**config.mk**
```make
export PLATFORM = sky130hd
export DESIGN_NAME = invalidate_queue
export DESIGN_NICKNAME = d
export VERILOG_FILES = /design/src/rtl/invq_pkg.sv /design/src/rtl/invq_store.sv /design/src/rtl/invq_ctrl.sv /design/src/rtl/invalidate_queue.sv
export SDC_FILE = /design/constraint.sdc
export NUM_CORES = 1
export LEC_CHECK = 0
export BUFFER_PORTS_ARGS = -buffer_cell sky130_fd_sc_hd__buf_2
export CAP_MARGIN = 20
export CORE_UTILIZATION = 50
export CTS_CLUSTER_SIZE = 16
export DETAILED_ROUTE_END_ITERATION = 8
export PLACE_DENSITY_LB_ADDON = 0.05
export SYNTH_ARGS = -nofsm -noshare
export SYNTH_HDL_FRONTEND = slang
export SYNTH_SLANG_ARGS = --single-unit
```
**constraint.sdc**
```tcl
create_clock -name clk -period 6.5 [get_ports clk]
set_clock_uncertainty 0.05 [all_clocks]
set_input_delay 0.325 -clock clk [delete_from_list [all_inputs] [get_ports clk]]
set_output_delay 0.325 -clock clk [all_outputs]
set_load 0.05 [all_outputs]
```
**src/rtl/invq_pkg.sv**
```systemverilog
package invq_pkg;
  typedef struct packed {
    logic push;
    logic pop;
  } queueStrobes_t;
endpackage

```
**src/rtl/invq_store.sv**
```systemverilog
module invq_store
  import invq_pkg::*;
#(
  parameter int DEPTH  = 8,
  parameter int ADDR_W = 32
) (
  input  logic              clk,
  input  logic              rstN,
  input  queueStrobes_t     strobes,
  input  logic [ADDR_W-1:0] wrAddr,
  output logic [ADDR_W-1:0] headAddr
);
  localparam int PW = (DEPTH > 1) ? $clog2(DEPTH) : 1;
  localparam logic [PW-1:0] LAST = PW'(DEPTH - 1);

  logic [ADDR_W-1:0] slots [DEPTH];
  logic [PW-1:0]     wrPtr, rdPtr;

  always_ff @(posedge clk) begin
    if (!rstN) begin
      wrPtr <= '0;
      rdPtr <= '0;
    end else begin
      if (strobes.push) wrPtr <= (wrPtr == LAST) ? '0 : wrPtr + 1'b1;
      if (strobes.pop)  rdPtr <= (rdPtr == LAST) ? '0 : rdPtr + 1'b1;
    end
  end

  always_ff @(posedge clk) begin
    if (strobes.push) slots[wrPtr] <= wrAddr;
  end

  assign headAddr = slots[rdPtr];
endmodule

```
**src/rtl/invq_ctrl.sv**
```systemverilog
module invq_ctrl
  import invq_pkg::*;
#(
  parameter int DEPTH = 8
) (
  input  logic          clk,
  input  logic          rstN,
  input  logic          invValid,
  input  logic          lookupValid,
  input  logic          barrierReq,
  output logic          invReady,
  output logic          invAck,
  output logic          tagInvValid,
  output logic          barrierDone,
  output logic          drainPending,
  output logic [$clog2(DEPTH+1)-1:0] occupancy,
  output queueStrobes_t strobes
);
  localparam int CW = $clog2(DEPTH + 1);

  logic [CW-1:0] count, remaining;
  logic          pending, drainForce, push, pop;

  assign invReady    = (count < CW'(DEPTH));
  assign push        = invValid & invReady;
  assign drainForce  = pending && (remaining != '0);
  assign pop         = (count != '0) && (!lookupValid || drainForce);
  assign tagInvValid = pop;
  assign barrierDone = pending && (remaining == '0);

  assign strobes.push = push;
  assign strobes.pop  = pop;
  assign occupancy    = count;
  assign drainPending = drainForce;

  always_ff @(posedge clk) begin
    if (!rstN) begin
      count     <= '0;
      invAck    <= 1'b0;
      pending   <= 1'b0;
      remaining <= '0;
    end else begin
      count  <= count + CW'(push) - CW'(pop);
      invAck <= push;
      if (pending) begin
        if (remaining == '0) pending <= 1'b0;
        else if (pop)        remaining <= remaining - 1'b1;
      end else if (barrierReq) begin
        pending   <= 1'b1;
        remaining <= count - CW'(pop);
      end
    end
  end
endmodule

```
**src/rtl/invalidate_queue.sv**
```systemverilog
module invalidate_queue
  import invq_pkg::*;
#(
  parameter int DEPTH  = 8,
  parameter int ADDR_W = 32
) (
  input  logic              clk,
  input  logic              rstN,
  input  logic              invValid,
  input  logic [ADDR_W-1:0] invAddr,
  output logic              invReady,
  output logic              invAck,
  input  logic              lookupValid,
  output logic              tagInvValid,
  output logic [ADDR_W-1:0] tagInvAddr,
  input  logic              barrierReq,
  output logic              barrierDone
);
  localparam int CW = $clog2(DEPTH + 1);

  queueStrobes_t strobes;
  logic [CW-1:0] occupancy;
  logic          drainPending;

  invq_ctrl #(.DEPTH(DEPTH)) ctrl (
    .clk(clk), .rstN(rstN), .invValid(invValid), .lookupValid(lookupValid),
    .barrierReq(barrierReq), .invReady(invReady), .invAck(invAck),
    .tagInvValid(tagInvValid), .barrierDone(barrierDone),
    .drainPending(drainPending), .occupancy(occupancy), .strobes(strobes)
  );

  invq_store #(.DEPTH(DEPTH), .ADDR_W(ADDR_W)) store (
    .clk(clk), .rstN(rstN), .strobes(strobes),
    .wrAddr(invAddr), .headAddr(tagInvAddr)
  );
endmodule

```
# After elaboration in Yosys (flattened, before gate mapping)
# Memories as Yosys holds them, arrays and structs flattened. A register that Yosys moved wholly into a read port is not among the register bits.
# Index checks and enable logic that the tools add are counted.
dict set report word_totals {
  register_bits 16
  ramBits 256
  input_bits 37
  out_inout_bits 36
  elab_cells 42
  mem_count 1
}
dict set report classes {
  add_sub_neg 6
  magnitude_cmp 1
  n_eq_ne 4
  n_mux 13
  bitwise 1
  n_reduce_logical 10
}
# name words word_bits read_ports rd_clocked_by_memory_dff write_ports line
set mem_list {}
lappend mem_list {store.slots 8 32 1 1 1 invq_store.sv:16} ;# logic [ADDR_W-1:0] slots [DEPTH];
# op n
set op_table {}
lappend op_table {{4-bit two-way mux} 4}
lappend op_table {{3-bit two-way mux} 4}
lappend op_table {{4-bit nonzero test} 2}
lappend op_table {{4-bit by 1-bit subtractor with 4-bit output} 2}
lappend op_table {{3-bit by 1-bit adder with 3-bit output, second input constant} 2}
lappend op_table {{3-bit == test, second input constant} 2}
lappend op_table {{1-bit two-way mux} 5}
lappend op_table {{4-bit by 1-bit adder with 4-bit output} 1}
lappend op_table {{4-bit zero test} 1}
lappend op_table {{4-bit less-than comparator, second input constant} 1}
lappend op_table {{2-bit != test, second input constant} 2}
lappend op_table {{4-bit by 1-bit subtractor with 4-bit output, second input constant} 1}
lappend op_table {{1-bit logical AND} 3}
lappend op_table {{3-bit AND reduction} 1}
lappend op_table {{2-bit nonzero test} 1}
lappend op_table {{1-bit bitwise AND} 1}
lappend op_table {{1-bit zero test} 1}
lappend op_table {{1-bit logical OR} 1}

# Longest topological paths before layout
dict set report logic_depth {
  depth_word 7
  depth_mapped 11
  depth_no_buf 11
}

# Cells and area by module
# From an unflattened synthesis, not the netlist that was laid out.
dict set report unflattened {
  hier_cells 487
  area_unflattened_um2 10882.9
}
# module instances cells_per_inst area_per_inst_um2
set modules_own_cells {}
lappend modules_own_cells {invq_store 1 410 10163.5}
lappend modules_own_cells {invq_ctrl 1 77 719.4}

# Least setup slack after synthesis
# OpenSTA, ideal clock, no wires.
dict set report synth_path {
  path_kind {register to register}
  start {reg ctrl.count[3], in the netlist ctrl.occupancy[3]}
  end {mem store.slots[0][0], enable pin}
  t_arrival_ns 3.672
  required_ns 5.949
  setup_slack_ns 2.276
  path_stages_with_launch 4
  path_buffers 1
  cell_sequence {dfxtp_1 > nand2b_1 > clkbuf_1 > nor4_1}
}
dict set report synth_via {
  elab_chain_cells 4
}
# item line
set synth_lines {}
lappend synth_lines {{start, declared} invq_ctrl.sv:21} ;# logic [CW-1:0] count, remaining;
lappend synth_lines {{start signal, assigned} invq_ctrl.sv:43} ;# count <= count + CW'(push) - CW'(pop);
lappend synth_lines {{4-bit less-than comparator} invq_ctrl.sv:24} ;# assign invReady = (count < CW'(DEPTH));
lappend synth_lines {{1-bit bitwise AND} invq_ctrl.sv:25} ;# assign push = invValid & invReady;
lappend synth_lines {{1-bit two-way mux} invq_store.sv:30} ;# if (strobes.push) slots[wrPtr] <= wrAddr;
lappend synth_lines {{1-bit two-way mux (not written as such)} invq_store.sv:30}
lappend synth_lines {{end, declared} invq_store.sv:16}
# No other way between the ends.

==> flow_summary.html <==
<table>
<tr><th>Metric</th><th>Value</th></tr>
<tr><th colspan="2">Routing</th></tr>
<tr><td>Final antenna-violating net count</td><td>0</td></tr>
<tr><td>Count of routing violations after the opening detailed-route iteration</td><td>271</td></tr>
<tr><td>DRC</td><td>0</td></tr>
<tr><td>Vias after detailed routing</td><td>5,131</td></tr>
<tr><td>Wire length after detailed routing</td><td>19,820 microns</td></tr>
<tr><td>Number of detailed-route iterations in the first pass</td><td>4</td></tr>
<tr><td>Average wire length per cell after detail routing</td><td>21.56 microns</td></tr>
<tr><td>Via density per instance</td><td>5.583</td></tr>
<tr><th colspan="2">STA</th></tr>
<tr><td>Endpoints failing setup</td><td>0</td></tr>
<tr><td>Post-route worst setup slack</td><td>3.068 ns</td></tr>
<tr><td>Aggregate negative setup slack</td><td>0 ns</td></tr>
<tr><td>Setup repair after global routing missed its margin</td><td>no</td></tr>
<tr><td>Slew @ Worst Pin</td><td>1.059 ns</td></tr>
<tr><td>Max_slew headroom</td><td>0.2941</td></tr>
<tr><td>Hold WS</td><td>0.02440 ns</td></tr>
<tr><td>Min Tclk post-route</td><td>3.432 ns</td></tr>
<tr><td>Peak Freq</td><td>291.4 MHz</td></tr>
<tr><td>Total count of hold-check failures in the final report</td><td>0</td></tr>
<tr><td>Crit share post-route</td><td>0.5280</td></tr>
<tr><td>Number of max-slew violations in the final report</td><td>0</td></tr>
<tr><th colspan="2">Setup path</th></tr>
<tr><td>Cell family with the largest share of critical-path delay</td><td>multiplexers</td></tr>
<tr><td>Kind of end point of the critical path</td><td>primary output</td></tr>
<tr><td>Capturing element of the worst setup path</td><td>tagInvAddr[21]</td></tr>
<tr><td>CP Cell Sequence</td><td>buf_4 &gt; mux4_1 &gt; mux2_2 &gt; buf_2</td></tr>
<tr><td>Critical register-to-register path endpoint</td><td>ctrl.occupancy[2]$_SDFF_PN0_</td></tr>
<tr><td>Cell with the biggest individual delay on the critical path</td><td>buf_4</td></tr>
<tr><td>Worst reg-to-reg path cell count</td><td>11</td></tr>
<tr><td>Critical path class</td><td>reg -&gt; out</td></tr>
<tr><td>Worst r2r src</td><td>ctrl.remaining[0]$_SDFFE_PN0P_</td></tr>
<tr><td>Top fanout value on the critical path</td><td>44</td></tr>
<tr><td>Biggest cell delay along the critical path</td><td>0.72 ns</td></tr>
<tr><td>R2R Setup Slk</td><td>3.87 ns</td></tr>
<tr><td>Startpoint kind of the worst setup timing path</td><td>flop</td></tr>
<tr><td>Worst Path Buf+Inv</td><td>2</td></tr>
<tr><td>Worst path required time</td><td>6.12 ns</td></tr>
<tr><td>CP Depth</td><td>4</td></tr>
<tr><td>Critical path data arrival time</td><td>3.06 ns</td></tr>
<tr><th colspan="2">Run status</th></tr>
<tr><td>Outcome</td><td>complete, no violations</td></tr>
<tr><th colspan="2">Power</th></tr>
<tr><td>Power per unit of standard cell area</td><td>422.5 mW/mm^2</td></tr>
<tr><td>Max VDD drop</td><td>0.0002967 V</td></tr>
<tr><td>Static Leak</td><td>4.403 nW</td></tr>
<tr><th colspan="2">Placed design</th></tr>
<tr><td># placed instances</td><td>841</td></tr>
<tr><td>Estimated wirelength of the detail-placed design</td><td>11,150 microns</td></tr>
<tr><td>Input/output buffers</td><td>72</td></tr>
<tr><td>Worst slack, placed</td><td>3.574 ns</td></tr>
<tr><td>Gp weighted congestion</td><td>0.7285</td></tr>
<tr><th colspan="2">CTS</th></tr>
<tr><td>CTS tree</td><td>yes</td></tr>
<tr><td>Clock buffer count from CTS</td><td>28</td></tr>
<tr><td>Clk Latency, worst-skew pair</td><td>0.53 ns</td></tr>
<tr><td>Root buf cell</td><td>clkbuf_16</td></tr>
<tr><td>Resize count post-CTS</td><td>0</td></tr>
<tr><td>Clock transition at the registers of the reported paths</td><td>0.06 ns</td></tr>
<tr><td>Clock Path Buffers</td><td>3</td></tr>
<tr><td>Clock sink total</td><td>275</td></tr>
<tr><td>Number of buffers inserted to repair setup after CTS</td><td>0</td></tr>
<tr><td>H-tree levels</td><td>1</td></tr>
<tr><td>Hold bufs inserted after CTS</td><td>27</td></tr>
<tr><th colspan="2">GRT</th></tr>
<tr><td>Remaining global-route overflow</td><td>0</td></tr>
<tr><td>Pin count of the biggest net entering global routing</td><td>45</td></tr>
<tr><td>Number of antenna violations at the first check in global routing</td><td>0</td></tr>
<tr><td>Vias in the first global route</td><td>5,379</td></tr>
<tr><td>Global-route wire length before repair</td><td>30,510 microns</td></tr>
<tr><td>Combined global-route utilization of all metal layers</td><td>0.1843</td></tr>
<tr><th colspan="2">Synth</th></tr>
<tr><td>Average size of a mapped cell</td><td>21.81 sq um</td></tr>
<tr><td>Number of synthesized flops with an enable pin</td><td>256</td></tr>
<tr><td>Synthesized cell area</td><td>0.01093 sq mm</td></tr>
<tr><td>Flop and latch count out of synthesis</td><td>275</td></tr>
<tr><td>Syn nets</td><td>551</td></tr>
<tr><td>Most used DFF post-synth</td><td>edfxtp_1</td></tr>
<tr><td>Post-synthesis sequential area ratio</td><td>0.7382</td></tr>
<tr><td>Cell variety after synth</td><td>47</td></tr>
<tr><td>Async set-reset flop share out of synthesis</td><td>0</td></tr>
<tr><td>Number of warnings issued by yosys</td><td>0</td></tr>
<tr><td>Synth Instances</td><td>501</td></tr>
<tr><th colspan="2">Layout</th></tr>
<tr><td>Number of nets in the layout</td><td>673</td></tr>
<tr><td>Layout overhead on the synthesized area</td><td>18.39%</td></tr>
<tr><td>Commonest cells after routing, fill and taps aside</td><td>edfxtp_1, buf_2, mux4_1, mux2_2, clkbuf_16</td></tr>
<tr><td>Leading cell type in the layout, fill and taps excluded</td><td>edfxtp_1</td></tr>
<tr><td>Diodes inserted</td><td>0</td></tr>
<tr><td>Number of standard cells in the final layout excluding fillers</td><td>919</td></tr>
<tr><td>Share of final-layout standard cells stronger than drive strength 1</td><td>0.3199</td></tr>
<tr><th colspan="2">Die</th></tr>
<tr><td>Initial core utilization</td><td>0.5150</td></tr>
<tr><td>Die extent in x</td><td>149.8 microns</td></tr>
<tr><td>Die ar.</td><td>0.02245 sq mm</td></tr>
<tr><td>Placeable core region</td><td>0.02122 sq mm</td></tr>
<tr><td>Die boundary height</td><td>149.8 microns</td></tr>
<tr><td>Count of pins on the block boundary</td><td>73</td></tr>
<tr><td>Number of rows in the core area</td><td>53</td></tr>
<tr><th colspan="2">Min path</th></tr>
<tr><td>Min-delay worst type</td><td>in -&gt; reg</td></tr>
<tr><th colspan="2">Flow run</th></tr>
<tr><td>Number of max-capacitance violations reported</td><td>0</td></tr>
</table>
-- final cells by class --
class | count | area [sq um]
multi-input combinational | 194 | 2726
timing repair buffer | 114 | 743.2
inverter | 10 | 37.54
fill | 1528 | 8282
clock buffer | 30 | 708.2
clock inverter | 21 | 305.3
sequential | 275 | 8074
tap | 275 | 344.1
-- synth_stat cells (2+ instances only) --
| master | n | share of area |
|---|---|---|
| nand2b_1 | 4 | 0.0023 |
| nand3b_1 | 3 | 0.0021 |
| xnor2_1 | 2 | 0.0016 |
| nor2_1 | 7 | 0.0024 |
| nand2_1 | 14 | 0.0048 |
| inv_1 | 10 | 0.0034 |
| a21oi_1 | 5 | 0.0023 |
| ha_1 | 12 | 0.014 |
| a21boi_0 | 2 | 0.0014 |
| edfxtp_1 | 256 | 0.70 |
| and2_1 | 5 | 0.0029 |
| a31o_2 | 2 | 0.0016 |
| clkbuf_1 | 5 | 0.0017 |
| buf_2 | 6 | 0.0027 |
| mux4_2 | 24 | 0.049 |
| o21ai_0 | 3 | 0.0014 |
| buf_1 | 3 | 0.0010 |
| nor2b_1 | 3 | 0.0017 |
| mux2i_1 | 8 | 0.0073 |
| nor3b_1 | 2 | 0.0014 |
| dfxtp_1 | 19 | 0.035 |
| mux4_1 | 40 | 0.096 |
| mux2_2 | 32 | 0.033 |
| buf_6 | 7 | 0.0072 |
| nor3_1 | 5 | 0.0023 |
-- sequential cells by signal, indices dropped and copies added, names as in the netlist, named ones only --
signal,cells
ctrl.invAck,1
ctrl.remaining,4
store.slots,256
ctrl.occupancy,4
store.rdPtr,3
ctrl.pending,1
store.wrPtr,3
-- per-layer routing --
layer | GRT usage | wire (microns)
met5 | 0 | 0
met4 | 0.04444 | 333
met3 | 0.03171 | 998
met2 | 0.3127 | 9838
met1 | 0.2491 | 8645
-- cell families after synthesis --
logic type,share of synthesized area
muxes,0.1859
DFF,0.7382
AOI/OAI and AO/OA,0.01511
buffers and inverters,0.01683
and+or+nand+nor,0.02599
adders and majority gates,0.01557
xor gates and xnor gates,0.002405
-- power by group --
group,internal [mW],switching (mW)
clock network,1.07,0.654
logic,0.642,0.931
registers,2.05,0.117
total,3.76,1.70
-- worst min path at each step --
| stage | from | to | slack [ns] | depth (start not counted) |
|---|---|---|---|---|
| after floorplan | invAddr[0] | store.slots[0][0]$_DFFE_PP_ | 0.37 | 0 |
| after global placement | store.rdPtr[2]$_SDFFE_PN0P_ | flop | 0.42 | 2 |
| after detailed placement | store.rdPtr[1]$_SDFFE_PN0P_ | flop | 0.43 | 2 |
| after CTS | invAddr[25] | store.slots[7][25]$_DFFE_PP_ | 0.0002 | 1 |
| after global routing | invAddr[26] | store.slots[1][26]$_DFFE_PP_ | 0.02 | 1 |
| final | invAddr[26] | store.slots[7][26]$_DFFE_PP_ | 0.02 | 1 |
-- through the flow --
step	power (mW)	instance area [sq um]	util
after CTS	5.537	12940	0.6097
after detailed placement	3.796	11650	0.5492
final	5.467	12940	0.6097
after global placement	3.766	11650	0.5492
after global routing	5.705	12940	0.6097
after floorplan	3.481	10930	-
Power figures use the tool's default switching activity.
